===== src/rtl/tune_pkg.sv =====
package tune_pkg;
  localparam int BYTE_W      = 8;
  localparam int PAY_LEN     = 10;
  localparam int MOD_COUNT   = 10;
  localparam int FAM_COUNT   = 5;
  localparam int MAX_DEPTH   = 10;
  localparam int IDX_W       = $clog2(PAY_LEN + 1);
  localparam int FAM_W       = $clog2(FAM_COUNT);
  localparam int TBL_ADDR_W  = $clog2(MAX_DEPTH);

  localparam logic [BYTE_W-1:0] MODTYPE_STD = 8'h09;
  localparam logic [BYTE_W-1:0] MODE_STD    = 8'h10;
  localparam logic [BYTE_W-1:0] MODE_OQPSK  = 8'h11;
  localparam logic [BYTE_W-1:0] MODE_ISTRM  = 8'h12;
  localparam logic [BYTE_W-1:0] MODE_QSTRM  = 8'h16;
  localparam logic [BYTE_W-1:0] DCII_RATE   = 8'hFC;
  localparam logic [BYTE_W-1:0] HIGH_BIT    = 8'h80;

  // control -> datapath strobes
  typedef struct packed {
    logic             capEn;
    logic [IDX_W-1:0] capIdx;
    logic             check;
  } tuneCmd_t;

  // entries per family table = largest legal FEC index + 1
  function automatic int famDepth(input int fam);
    case (fam)
      0:       return 8;
      1:       return 6;
      2:       return 6;
      3:       return 2;
      default: return 10;
    endcase
  endfunction
endpackage


===== src/rtl/tune_ctrl.sv =====
module tune_ctrl
  import tune_pkg::*;
(
  input  logic     clk,
  input  logic     rstN,
  input  logic     inValid,
  input  logic     inLast,
  output tuneCmd_t cmd,
  output logic     errLen
);
  logic [IDX_W-1:0] byteCnt;
  logic             checkQ;

  always_comb begin
    cmd.capEn  = inValid && (byteCnt < IDX_W'(PAY_LEN));
    cmd.capIdx = byteCnt;
    cmd.check  = checkQ;
  end

  always_ff @(posedge clk) begin
    if (!rstN) begin
      byteCnt <= '0;
      checkQ  <= 1'b0;
      errLen  <= 1'b0;
    end else begin
      checkQ <= 1'b0;
      errLen <= 1'b0;
      if (inValid) begin
        if (inLast) begin
          byteCnt <= '0;
          if (byteCnt == IDX_W'(PAY_LEN - 1)) checkQ <= 1'b1;
          else                                errLen <= 1'b1;
        end else if (byteCnt != IDX_W'(PAY_LEN)) begin
          byteCnt <= byteCnt + 1'b1;
        end
      end
    end
  end

  AST_CHECK_AFTER_LAST: assert property (@(posedge clk) disable iff (!rstN)
    checkQ |-> $past(inValid && inLast));
  AST_LEN_ERR_AFTER_LAST: assert property (@(posedge clk) disable iff (!rstN)
    errLen |-> $past(inValid && inLast));
  AST_LEN_ERR_NOT_CHECK: assert property (@(posedge clk) disable iff (!rstN)
    !(errLen && checkQ));
endmodule


===== src/rtl/tune_data.sv =====
module tune_data
  import tune_pkg::*;
(
  input  logic                  clk,
  input  logic                  rstN,
  input  tuneCmd_t              cmd,
  input  logic [BYTE_W-1:0]     inData,
  input  logic                  tblWrEn,
  input  logic [FAM_W-1:0]      tblFamily,
  input  logic [TBL_ADDR_W-1:0] tblAddr,
  input  logic [BYTE_W-1:0]     tblData,
  output logic [4*BYTE_W-1:0]   symRateCfg,
  output logic [4*BYTE_W-1:0]   freqCfg,
  output logic [BYTE_W-1:0]     codeRate,
  output logic [BYTE_W-1:0]     modType,
  output logic [BYTE_W-1:0]     demodMode,
  output logic [BYTE_W-1:0]     turboFlag,
  output logic                  cfgValid,
  output logic                  errMod,
  output logic                  errFec
);
  logic [BYTE_W-1:0] payQ [PAY_LEN];
  logic [BYTE_W-1:0] tblRd [FAM_COUNT];
  logic [BYTE_W-1:0] modIdx, fecIdx;
  logic [FAM_W-1:0]  fam;
  logic              modBad, fecBad;
  logic [BYTE_W-1:0] nxtRate, nxtType, nxtMode, nxtTurbo;

  assign modIdx = payQ[PAY_LEN-2];
  assign fecIdx = payQ[PAY_LEN-1];

  always_ff @(posedge clk) begin
    if (!rstN) begin
      for (int i = 0; i < PAY_LEN; i++) payQ[i] <= '0;
    end else if (cmd.capEn) begin
      payQ[cmd.capIdx] <= inData;
    end
  end

  // one code table per modulation family
  for (genvar g = 0; g < FAM_COUNT; g++) begin : g_tbl
    localparam int DEPTH = famDepth(g);
    localparam int AW    = (DEPTH > 1) ? $clog2(DEPTH) : 1;
    logic [BYTE_W-1:0] mem [DEPTH];

    always_ff @(posedge clk) begin
      if (!rstN) begin
        for (int i = 0; i < DEPTH; i++) mem[i] <= '0;
      end else if (tblWrEn && tblFamily == FAM_W'(g) &&
                   tblAddr < TBL_ADDR_W'(DEPTH)) begin
        mem[tblAddr[AW-1:0]] <= tblData;
      end
    end

    assign tblRd[g] = (fecIdx < BYTE_W'(DEPTH)) ? mem[fecIdx[AW-1:0]] : '0;
  end

  always_comb begin
    modBad   = modIdx >= BYTE_W'(MOD_COUNT);
    nxtRate  = tblRd[0];
    nxtType  = MODTYPE_STD;
    nxtMode  = MODE_STD;
    nxtTurbo = '0;
    unique case (modIdx)
      8'd0:             fam = FAM_W'(0);
      8'd1, 8'd2, 8'd3: fam = modIdx[FAM_W-1:0];
      8'd8, 8'd9:       fam = FAM_W'(0);
      default:          fam = FAM_W'(4);
    endcase
    fecBad = fecIdx >= BYTE_W'(famDepth(int'(fam)));
    case (modIdx)
      8'd1, 8'd2, 8'd3: begin
        nxtRate  = tblRd[fam];
        nxtTurbo = 8'h01;
      end
      8'd4, 8'd5, 8'd6, 8'd7: begin
        nxtRate = DCII_RATE;
        nxtType = tblRd[4];
        if (modIdx == 8'd5)      nxtMode = MODE_ISTRM;
        else if (modIdx == 8'd6) nxtMode = MODE_QSTRM;
        else if (modIdx == 8'd7) nxtMode = MODE_OQPSK;
      end
      8'd8, 8'd9: nxtRate = tblRd[0] | HIGH_BIT;
      default: ;
    endcase
  end

  always_ff @(posedge clk) begin
    if (!rstN) begin
      symRateCfg <= '0;
      freqCfg    <= '0;
      codeRate   <= '0;
      modType    <= '0;
      demodMode  <= '0;
      turboFlag  <= '0;
      cfgValid   <= 1'b0;
      errMod     <= 1'b0;
      errFec     <= 1'b0;
    end else begin
      cfgValid <= 1'b0;
      errMod   <= 1'b0;
      errFec   <= 1'b0;
      if (cmd.check) begin
        if (modBad) begin
          errMod <= 1'b1;
        end else if (fecBad) begin
          errFec <= 1'b1;
        end else begin
          symRateCfg <= {payQ[0], payQ[1], payQ[2], payQ[3]};
          freqCfg    <= {payQ[4], payQ[5], payQ[6], payQ[7]};
          codeRate   <= nxtRate;
          modType    <= nxtType;
          demodMode  <= nxtMode;
          turboFlag  <= nxtTurbo;
          cfgValid   <= 1'b1;
        end
      end
    end
  end

  AST_SINGLE_RESULT: assert property (@(posedge clk) disable iff (!rstN)
    $onehot0({cfgValid, errMod, errFec}));
  AST_RESULT_AFTER_CHECK: assert property (@(posedge clk) disable iff (!rstN)
    (cfgValid || errMod || errFec) |-> $past(cmd.check));
  AST_HOLD_ON_REJECT: assert property (@(posedge clk) disable iff (!rstN)
    (errMod || errFec) |-> ($stable(codeRate) && $stable(modType) &&
     $stable(demodMode) && $stable(turboFlag) && $stable(freqCfg) &&
     $stable(symRateCfg)));
  AST_DCII_FIXED_RATE: assert property (@(posedge clk) disable iff (!rstN)
    (cfgValid && demodMode != MODE_STD) |-> codeRate == DCII_RATE);
  AST_TURBO_STD_MODE: assert property (@(posedge clk) disable iff (!rstN)
    (cfgValid && turboFlag != 8'h00) |->
      (modType == MODTYPE_STD && demodMode == MODE_STD));
endmodule


===== src/rtl/tune_decoder.sv =====
module tune_decoder
  import tune_pkg::*;
(
  input  logic                  clk,
  input  logic                  rstN,
  input  logic                  inValid,
  input  logic [BYTE_W-1:0]     inData,
  input  logic                  inLast,
  input  logic                  tblWrEn,
  input  logic [FAM_W-1:0]      tblFamily,
  input  logic [TBL_ADDR_W-1:0] tblAddr,
  input  logic [BYTE_W-1:0]     tblData,
  output logic [4*BYTE_W-1:0]   symRateCfg,
  output logic [4*BYTE_W-1:0]   freqCfg,
  output logic [BYTE_W-1:0]     codeRate,
  output logic [BYTE_W-1:0]     modType,
  output logic [BYTE_W-1:0]     demodMode,
  output logic [BYTE_W-1:0]     turboFlag,
  output logic                  cfgValid,
  output logic                  errMod,
  output logic                  errFec,
  output logic                  errLen
);
  tuneCmd_t cmd;

  tune_ctrl i_ctrl (
    .clk     (clk),
    .rstN    (rstN),
    .inValid (inValid),
    .inLast  (inLast),
    .cmd     (cmd),
    .errLen  (errLen)
  );

  tune_data i_data (
    .clk        (clk),
    .rstN       (rstN),
    .cmd        (cmd),
    .inData     (inData),
    .tblWrEn    (tblWrEn),
    .tblFamily  (tblFamily),
    .tblAddr    (tblAddr),
    .tblData    (tblData),
    .symRateCfg (symRateCfg),
    .freqCfg    (freqCfg),
    .codeRate   (codeRate),
    .modType    (modType),
    .demodMode  (demodMode),
    .turboFlag  (turboFlag),
    .cfgValid   (cfgValid),
    .errMod     (errMod),
    .errFec     (errFec)
  );
endmodule


===== config.mk =====
export PLATFORM = sky130hd
export DESIGN_NAME = tune_decoder
export DESIGN_NICKNAME = d
export VERILOG_FILES = /design/src/rtl/tune_pkg.sv /design/src/rtl/tune_ctrl.sv /design/src/rtl/tune_data.sv /design/src/rtl/tune_decoder.sv
export SDC_FILE = /design/constraint.sdc
export NUM_CORES = 1
export LEC_CHECK = 0
export CAP_MARGIN = 40
export CORE_MARGIN = 2
export CORE_UTILIZATION = 63
export DETAILED_ROUTE_END_ITERATION = 10
export HOLD_SLACK_MARGIN = 0.05
export PLACE_DENSITY = 0.95
export SLEW_MARGIN = 10
export SYNTH_ARGS = -nofsm -noshare
export SYNTH_HDL_FRONTEND = slang
export SYNTH_SLANG_ARGS = --single-unit

===== constraint.sdc =====
create_clock -name clk -period 5.15 [get_ports clk]
set_clock_uncertainty 0.1 [all_clocks]
set_input_delay 0.7725 -clock clk [delete_from_list [all_inputs] [get_ports clk]]
set_output_delay 0.7725 -clock clk [all_outputs]
set_load 0.05 [all_outputs]

==> results of run 1 <==
[cell usage after synthesis, types with 27 or more instances]
master | n | area, um2
sky130_fd_sc_hd__nor2_1 | 198 | 743
sky130_fd_sc_hd__edfxtp_1 | 356 | 10700
sky130_fd_sc_hd__mux2_2 | 27 | 304
sky130_fd_sc_hd__clkbuf_1 | 72 | 270
sky130_fd_sc_hd__inv_1 | 33 | 124
sky130_fd_sc_hd__o21ai_0 | 38 | 190
sky130_fd_sc_hd__mux4_2 | 55 | 1240
sky130_fd_sc_hd__nand2_1 | 181 | 679
sky130_fd_sc_hd__a21boi_1 | 36 | 270
sky130_fd_sc_hd__and3_1 | 87 | 544
sky130_fd_sc_hd__a21boi_0 | 33 | 248
sky130_fd_sc_hd__nand3_1 | 29 | 145
sky130_fd_sc_hd__and2_1 | 67 | 419
sky130_fd_sc_hd__dfxtp_1 | 94 | 1880
[how the worst min path moves through the flow]
stage | end | depth (start not counted) | startpoint
6_report | i_data.symRateCfg[17] | 2 | i_data.symRateCfg[17]
5_1_grt | i_data.symRateCfg[14] | 2 | i_data.symRateCfg[14]
4_1_cts | i_data.symRateCfg[17] | 2 | i_data.symRateCfg[17]
3_5_place_dp | i_data.symRateCfg[3] | 2 | i_data.symRateCfg[3]
3_3_place_gp | i_data.symRateCfg[19] | 2 | i_data.symRateCfg[19]
2_1_floorplan | i_data.freqCfg[11] | 2 | i_data.payQ[6][3]
[cells by family after synthesis]
| kind of cell | count (synthesis) |
|---|---|
| simple gates | 642 |
| flops | 450 |
| compound gates | 167 |
| buf+inv | 150 |
| mux | 102 |
| fa+ha+maj | 6 |
| xor+xnor | 2 |
| other cells | 1 |
[through the flow]
step / cells / utilization (%)
after floorplan: 1550 / -
after global placement: 1971 / 68.3
after detailed placement: 1983 / 68.6
after CTS: 2063 / 73.3
after global routing: 2063 / 73.3
final: 2063 / 73.3
[final cells by class]
class | count | share of cell area (%)
clock buffer | 62 | 5.68
clock inverter | 18 | 0.722
inverter | 33 | 0.554
multi-input combinational | 950 | 28.1
sequential | 450 | 56.2
tap | 396 | 2.21
timing repair buffer | 154 | 6.50
[registers in the layout, summed over array words and instances, names as in the netlist]
name,cells
i_data.symRateCfg,32
i_ctrl.byteCnt,4
i_ctrl.errLen,1
i_data.errMod,1
i_data.errFec,1
i_data.modType,8
i_data.freqCfg,32
i_data.cfgValid,1
i_ctrl.checkQ,1
i_data.codeRate,8
i_data.payQ,80
i_data.turboFlag,1
i_data.g_tbl.mem,276
i_data.demodMode,4
[where the power goes]
part           total, mW  switching [mW]  leakage, nW  internal (mW)
clock               3.19            1.37        0.708           1.82
sequential          4.11          0.0553         4.21           4.05
combinational      0.455           0.296         2.99          0.159
total               7.75            1.72         7.91           6.03
[worst min-delay path, delay by kind of cell (launching register included)]
kind               cells  cell delay [ns]
and+or+nand+nor        1             0.05
AOI/OAI and AO/OA      1             0.05
DFF                    1             0.32
[layer usage]
| metal | track usage [%] | vias to the layer above |
|---|---|---|
| met4 | 14.4 | 0 |
| li1 | - | 5658 |
| met5 | 0 | - |
| met2 | 51.1 | 997 |
| met3 | 5.69 | 194 |
| met1 | 39.0 | 6504 |
==> impl_metrics.py, run 1 <==
metrics = {
    "floorplanning": {
        "num_io_pins": 128,
        "die-height_um": 180,
        "area_of_the_core_um2": 30500,
        "fp.dieW_um": 180,
        "die_area_um2": 32300,
        "initial_core_util_pct": 63.8,
        "num_rows": 64,
    },
    "clock_tree": {
        "clkLatencyLatePin_ns": 0.58,
        "cts-root-buf": "sky130_fd_sc_hd__clkbuf_16",
        "cts.repair_timing.setup_buffer_count": 0,
        "worst_setup_hold_path_clk_slew_ns": 0.06,
        "clkSinkCount": 450,
        "cts_made_buffers": 44,
        "post_cts.resized_instances": 0,
        "cts.htree.levels": 2,
        "cts_stage_hold_buffer_count": 0,
        "cts_tree": "yes",
        "cts.path.max_buffers": 3,
    },
    "sta": {
        "timing.final.hold_violations": 0,
        "fin_worst_hold_slack_ns": 0.357,
        "clock.fmax_mhz": 230,
        "fin_tns_setup_ns": 0,
        "tightestPinTransition_ns": 0.978,
        "period_share_pct": 84.6,
        "grt_setup_unrepaired": "false",
        "report.final.setup_viol": 0,
        "relative_slew_margins_pct": 34.6,
        "post-route-min-period_ns": 4.36,
        "setup_ws_ns": 0.794,
        "final_max_slew_viol_count": 0,
    },
    "global_routing": {
        "grt_pass1_wl_um": 76400,
        "antenna_violations_before_repair": 0,
        "vias_in_the_first_global_route": 13452,
        "groute.usage.overall_pct": 30.5,
        "grt_start_max_net_pins": 71,
        "globalRouteOverflowTotal": 0,
    },
    "finish": {
        "ratio_of_cells_with_drive_above_1_in_the_final_layout_pct": 13.6,
        "finish.net_count": 1667,
        "fillCellCount": 1697,
        "final_common_cell": "sky130_fd_sc_hd__edfxtp_1",
        "final-seq-area_um2": 12600,
        "syn2layout_area_growth_pct": 14.9,
        "n_antenna_cell": 0,
        "fin_area_um2": 22400,
        "final_cell_mix": "sky130_fd_sc_hd__edfxtp_1 (356), sky130_fd_sc_hd__nor2_1 (198), sky130_fd_sc_hd__nand2_1 (181)",
        "multi_input_comb_area_um2": 6290,
    },
    "detailed_routing": {
        "detail_route.vias_per_cell": 6.47,
        "vias": 13353,
        "drt_first_pass_iters": 8,
        "met1_length_um": 16900,
        "wl_met3_um": 5670,
        "highest-signal-layer": "met4",
        "drc": 0,
        "wirelength_um": 49600,
        "drt-wirelength-per-cell_um": 24.0,
        "dr.first_iter.drc_count": 1782,
        "drtAntennaViolNets": 0,
        "dr_wl_met2_um": 24700,
    },
    "setup_path": {
        "path_buf_inv": 2,
        "required_ns": 5.51,
        "critical_path.reg2reg.endpoint": "i_data.freqCfg[10]",
        "critical-path-max-stage-delay_ns": 0.66,
        "path_max_fanout": 48,
        "critical_path.slowest_cell": "sky130_fd_sc_hd__or4_2",
        "setup.worst_path.end_class": "register",
        "family_of_cells_with_the_greatest_summed_delay_on_the_critical_path": "simple AND/OR/NAND/NOR gates",
        "path_class": "register to register",
        "worst-endpoint-arrival_ns": 4.71,
        "worst_setup_ep": "i_data.freqCfg[10]",
        "timing.critical_path.depth": 10,
        "critPathLaunch": "i_data.payQ[8][1]",
        "critPathLaunchType": "register",
        "worst_r2r_path_depth": 10,
        "worst_r2r_startpoint": "i_data.payQ[8][1]",
        "path_cells": "or2_2 -> nand3_1 -> inv_1 -> ha_1 -> o21ai_0 -> a31oi_1 -> or4_2 -> buf_4 -> nand2_1 -> a21boi_0",
        "ff2ff_setup_slack_ns": 0.79,
    },
    "power_and_ir_drop": {
        "power.ir.vdd_worst_mv": 0.271,
        "power_mw": 7.75,
        "static-leakage-power_nw": 7.91,
        "powerDensity_nw_per_um2": 346,
    },
    "logic_synthesis": {
        "synth-compound-area-share_pct": 6.35,
        "synth_flop_cell": "sky130_fd_sc_hd__edfxtp_1",
        "cell_area_after_technology_mapping_um2": 19500,
        "synth_top_family_by_area": "simple AND/OR/NAND/NOR gates",
        "synth.lib_cells_used.distinct": 69,
        "post_synth.cell_area_avg_um2": 12.8,
        "post_synth_and_or_nand_nor_area_fraction_pct": 16.0,
        "netlist_instances": 1520,
        "postSynthRegisterBits": 450,
        "synth_edf_count": 356,
        "yosys.area_share.xor_xnor_pct": 0.0900,
        "synth.area.mux_share_pct": 8.96,
        "synth-adder-area-share_pct": 0.386,
        "async_reset_ff_share_pct": 0,
        "sequential_element_share_of_the_synthesized_area_pct": 64.6,
        "yosys_warnings": 0,
    },
    "placement": {
        "placed_area_um2": 20900,
        "place_worst_setup_slack_ns": 1.07,
        "io_buffers": 116,
        "place.detailed.hpwl_um": 30200,
        "gp_routability_congestion": 0.872,
    },
    "hold_path": {
        "worstHoldPathType": "register to register",
    },
    "status": {
        "run_status": "finished, final reports clean",
    },
    "job": {
        "max_cap_violations": 0,
    },
}
Note: power is estimated with default switching activity, not from simulation.
==> run 2: changes to the inputs <==
--- a/config.mk
+++ b/config.mk
@@ -7,10 +7,10 @@
 export LEC_CHECK = 0
 export CAP_MARGIN = 40
 export CORE_MARGIN = 2
-export CORE_UTILIZATION = 63
+export CORE_UTILIZATION = 59
 export DETAILED_ROUTE_END_ITERATION = 10
 export HOLD_SLACK_MARGIN = 0.05
-export PLACE_DENSITY = 0.95
+export PLACE_DENSITY = 0.92
 export SLEW_MARGIN = 10
 export SYNTH_ARGS = -nofsm -noshare
 export SYNTH_HDL_FRONTEND = slang
==> constraint.sdc (replaced) <==
create_clock -name clk -period 4.5 [get_ports clk]
set_clock_uncertainty 0.1 [all_clocks]
set_input_delay 0.675 -clock clk [delete_from_list [all_inputs] [get_ports clk]]
set_output_delay 0.675 -clock clk [all_outputs]
set_load 0.05 [all_outputs]
==> run 2 against run 1 <==
Register-to-register slack got worse by 0.25 ns. Count of clock-buffer cells in the layout rose by 1. Cell area rose by 0.55%. Largest power group unchanged. Clock power rose by 13%. Maximum frequency rose by 10%. Power rose by 14%. Combinational power rose by 15%. Flip-flop and latch count did not move. Critical path depth fell by 1. First-iteration DRC count fell by 5.1%. Utilization fell by 4.2 points.
==> impl_metrics.py, run 2 (synthesis results as in run 1) <==
metrics = {
    "clock_tree": {
        "worst_setup_hold_path_clk_slew_ns": 0.06,
        "cts.path.max_buffers": 3,
        "cts_made_buffers": 44,
        "clkSinkCount": 450,
        "clkLatencyLatePin_ns": 0.55,
        "cts_tree": "yes",
        "cts.repair_timing.setup_buffer_count": 0,
        "cts.htree.levels": 2,
        "cts_stage_hold_buffer_count": 0,
        "post_cts.resized_instances": 0,
        "cts-root-buf": "sky130_fd_sc_hd__clkbuf_16",
    },
    "finish": {
        "multi_input_comb_area_um2": 6290,
        "layoutNonFillerInstCount": 2114,
        "largest_register": "i_data.g_tbl.mem",
        "final_common_cell": "sky130_fd_sc_hd__edfxtp_1",
        "final-seq-area_um2": 12600,
        "final_cell_mix": "sky130_fd_sc_hd__edfxtp_1 (356), sky130_fd_sc_hd__nor2_1 (198), sky130_fd_sc_hd__nand2_1 (181)",
        "n_antenna_cell": 0,
        "largest_register_ff_count": 276,
        "ratio_of_cells_with_drive_above_1_in_the_final_layout_pct": 13.8,
        "fillCellCount": 2026,
        "biggestRegsByFlops": "i_data.g_tbl.mem: 276 flops, i_data.payQ: 80 flops",
        "finish.net_count": 1672,
        "syn2layout_area_growth_pct": 15.6,
    },
    "floorplanning": {
        "die-height_um": 186,
        "fp.dieW_um": 186,
        "num_rows": 66,
        "initial_core_util_pct": 59.8,
        "area_of_the_core_um2": 32500,
        "die_area_um2": 34500,
        "num_io_pins": 128,
    },
    "sta": {
        "period_share_pct": 88.0,
        "clock.fmax_mhz": 253,
        "fin_tns_setup_ns": 0,
        "timing.final.hold_violations": 0,
        "final_max_slew_viol_count": 0,
        "report.final.setup_viol": 0,
        "grt_setup_unrepaired": "false",
        "post-route-min-period_ns": 3.96,
        "tightestPinTransition_ns": 0.994,
        "relative_slew_margins_pct": 33.5,
    },
    "global_routing": {
        "antenna_violations_before_repair": 1,
        "groute.usage.overall_pct": 28.1,
        "vias_in_the_first_global_route": 13008,
        "grt_pass1_wl_um": 72900,
        "globalRouteOverflowTotal": 0,
        "grt_start_max_net_pins": 87,
    },
    "detailed_routing": {
        "met1_length_um": 16800,
        "detail_route.vias_per_cell": 6.25,
        "dr.first_iter.drc_count": 1692,
        "drt_first_pass_iters": 6,
        "highest-signal-layer": "met4",
        "drtAntennaViolNets": 0,
        "dr_wl_met2_um": 24400,
        "wirelength_um": 48500,
        "drc": 0,
        "wl_met3_um": 5370,
        "vias": 13211,
        "drt-wirelength-per-cell_um": 22.9,
    },
    "placement": {
        "io_buffers": 116,
        "placed_cells": 2033,
        "gp_routability_congestion": 0.866,
        "place.detailed.hpwl_um": 30300,
    },
    "setup_path": {
        "setup.worst_path.end_class": "register",
        "required_ns": 4.80,
        "critPathLaunchType": "register",
        "worst-endpoint-arrival_ns": 4.26,
        "path_class": "register to register",
        "path_max_fanout": 53,
        "ff2ff_setup_slack_ns": 0.54,
    },
    "power_and_ir_drop": {
        "intPower_mw": 6.89,
        "switchingPower_mw": 1.92,
        "share_seq_of_total_power_pct": 53.3,
        "power.ir.vdd_worst_mv": 0.292,
        "powerDensity_nw_per_um2": 392,
        "power_mw": 8.81,
        "share_comb_of_total_power_pct": 5.9,
        "static-leakage-power_nw": 7.94,
        "power.switching_fraction_pct": 21.8,
        "share_clk_of_total_power_pct": 40.8,
    },
    "status": {
        "run_status": "finished, final reports clean",
    },
    "hold_path": {
        "worstHoldPathType": "register to register",
    },
    "job": {
        "max_cap_violations": 0,
    },
}
[run 2: layout make-up]
type | count | share of cell area, %
inverter | 33 | 0.551
multi-input combinational | 950 | 28.0
clock inverter | 17 | 0.540
clock buffer | 63 | 5.76
timing repair buffer | 159 | 6.82
tap | 442 | 2.46
sequential | 450 | 55.9
[run 2: path summary, 6_finish.rpt]
kind / start / endpoint / cells past startpoint
max: i_data.payQ[8][4] / i_data.freqCfg[31] / 9
min: i_data.symRateCfg[8] / i_data.symRateCfg[8] / 2
max reg2reg: i_data.payQ[8][4] / i_data.freqCfg[31] / 9
min reg2reg: i_data.symRateCfg[8] / i_data.symRateCfg[8] / 2
[run 2: through the flow]
stage	setup WS (ns)	util [%]	hold WS (ns)	cell area, um2
after global placement	0.735	64.6	0.344	21000
after global routing	0.388	69.1	0.379	22500
after CTS	0.542	69.1	0.361	22500
after detailed placement	0.600	64.7	0.352	21100
final	0.540	69.1	0.358	22500
after floorplan	1.26	-	0.371	19600
[run 2: power by group through the flow]
stage | Sequential (mW) | Clock (mW) | Combinational [mW]
after CTS | 4.70 | 3.60 | 0.507
after global routing | 4.71 | 3.75 | 0.543
after detailed placement | 4.78 | 0 | 0.498
after floorplan | 4.75 | 0 | 0.340
final | 4.70 | 3.59 | 0.521
after global placement | 4.76 | 0 | 0.481
[run 2: per-layer routing]
layer / track usage (%) / up-vias
li1: - / 5675
met1: 34.5 / 6430
met2: 48.2 / 916
met3: 6.36 / 190
met4: 11.8 / 0
met5: 0 / -
[run 2: worst max-delay path, stage by stage, from the launching register on]
cell	delay, ns
sky130_fd_sc_hd__edfxtp_1	0.43
sky130_fd_sc_hd__or4_1	0.66
sky130_fd_sc_hd__or4_1	0.51
sky130_fd_sc_hd__ha_1	0.30
sky130_fd_sc_hd__nand2b_1	0.07
sky130_fd_sc_hd__a31oi_1	0.15
sky130_fd_sc_hd__or4_2	1.03
sky130_fd_sc_hd__buf_12	0.33
sky130_fd_sc_hd__nand2_1	0.11
sky130_fd_sc_hd__a21boi_0	0.11
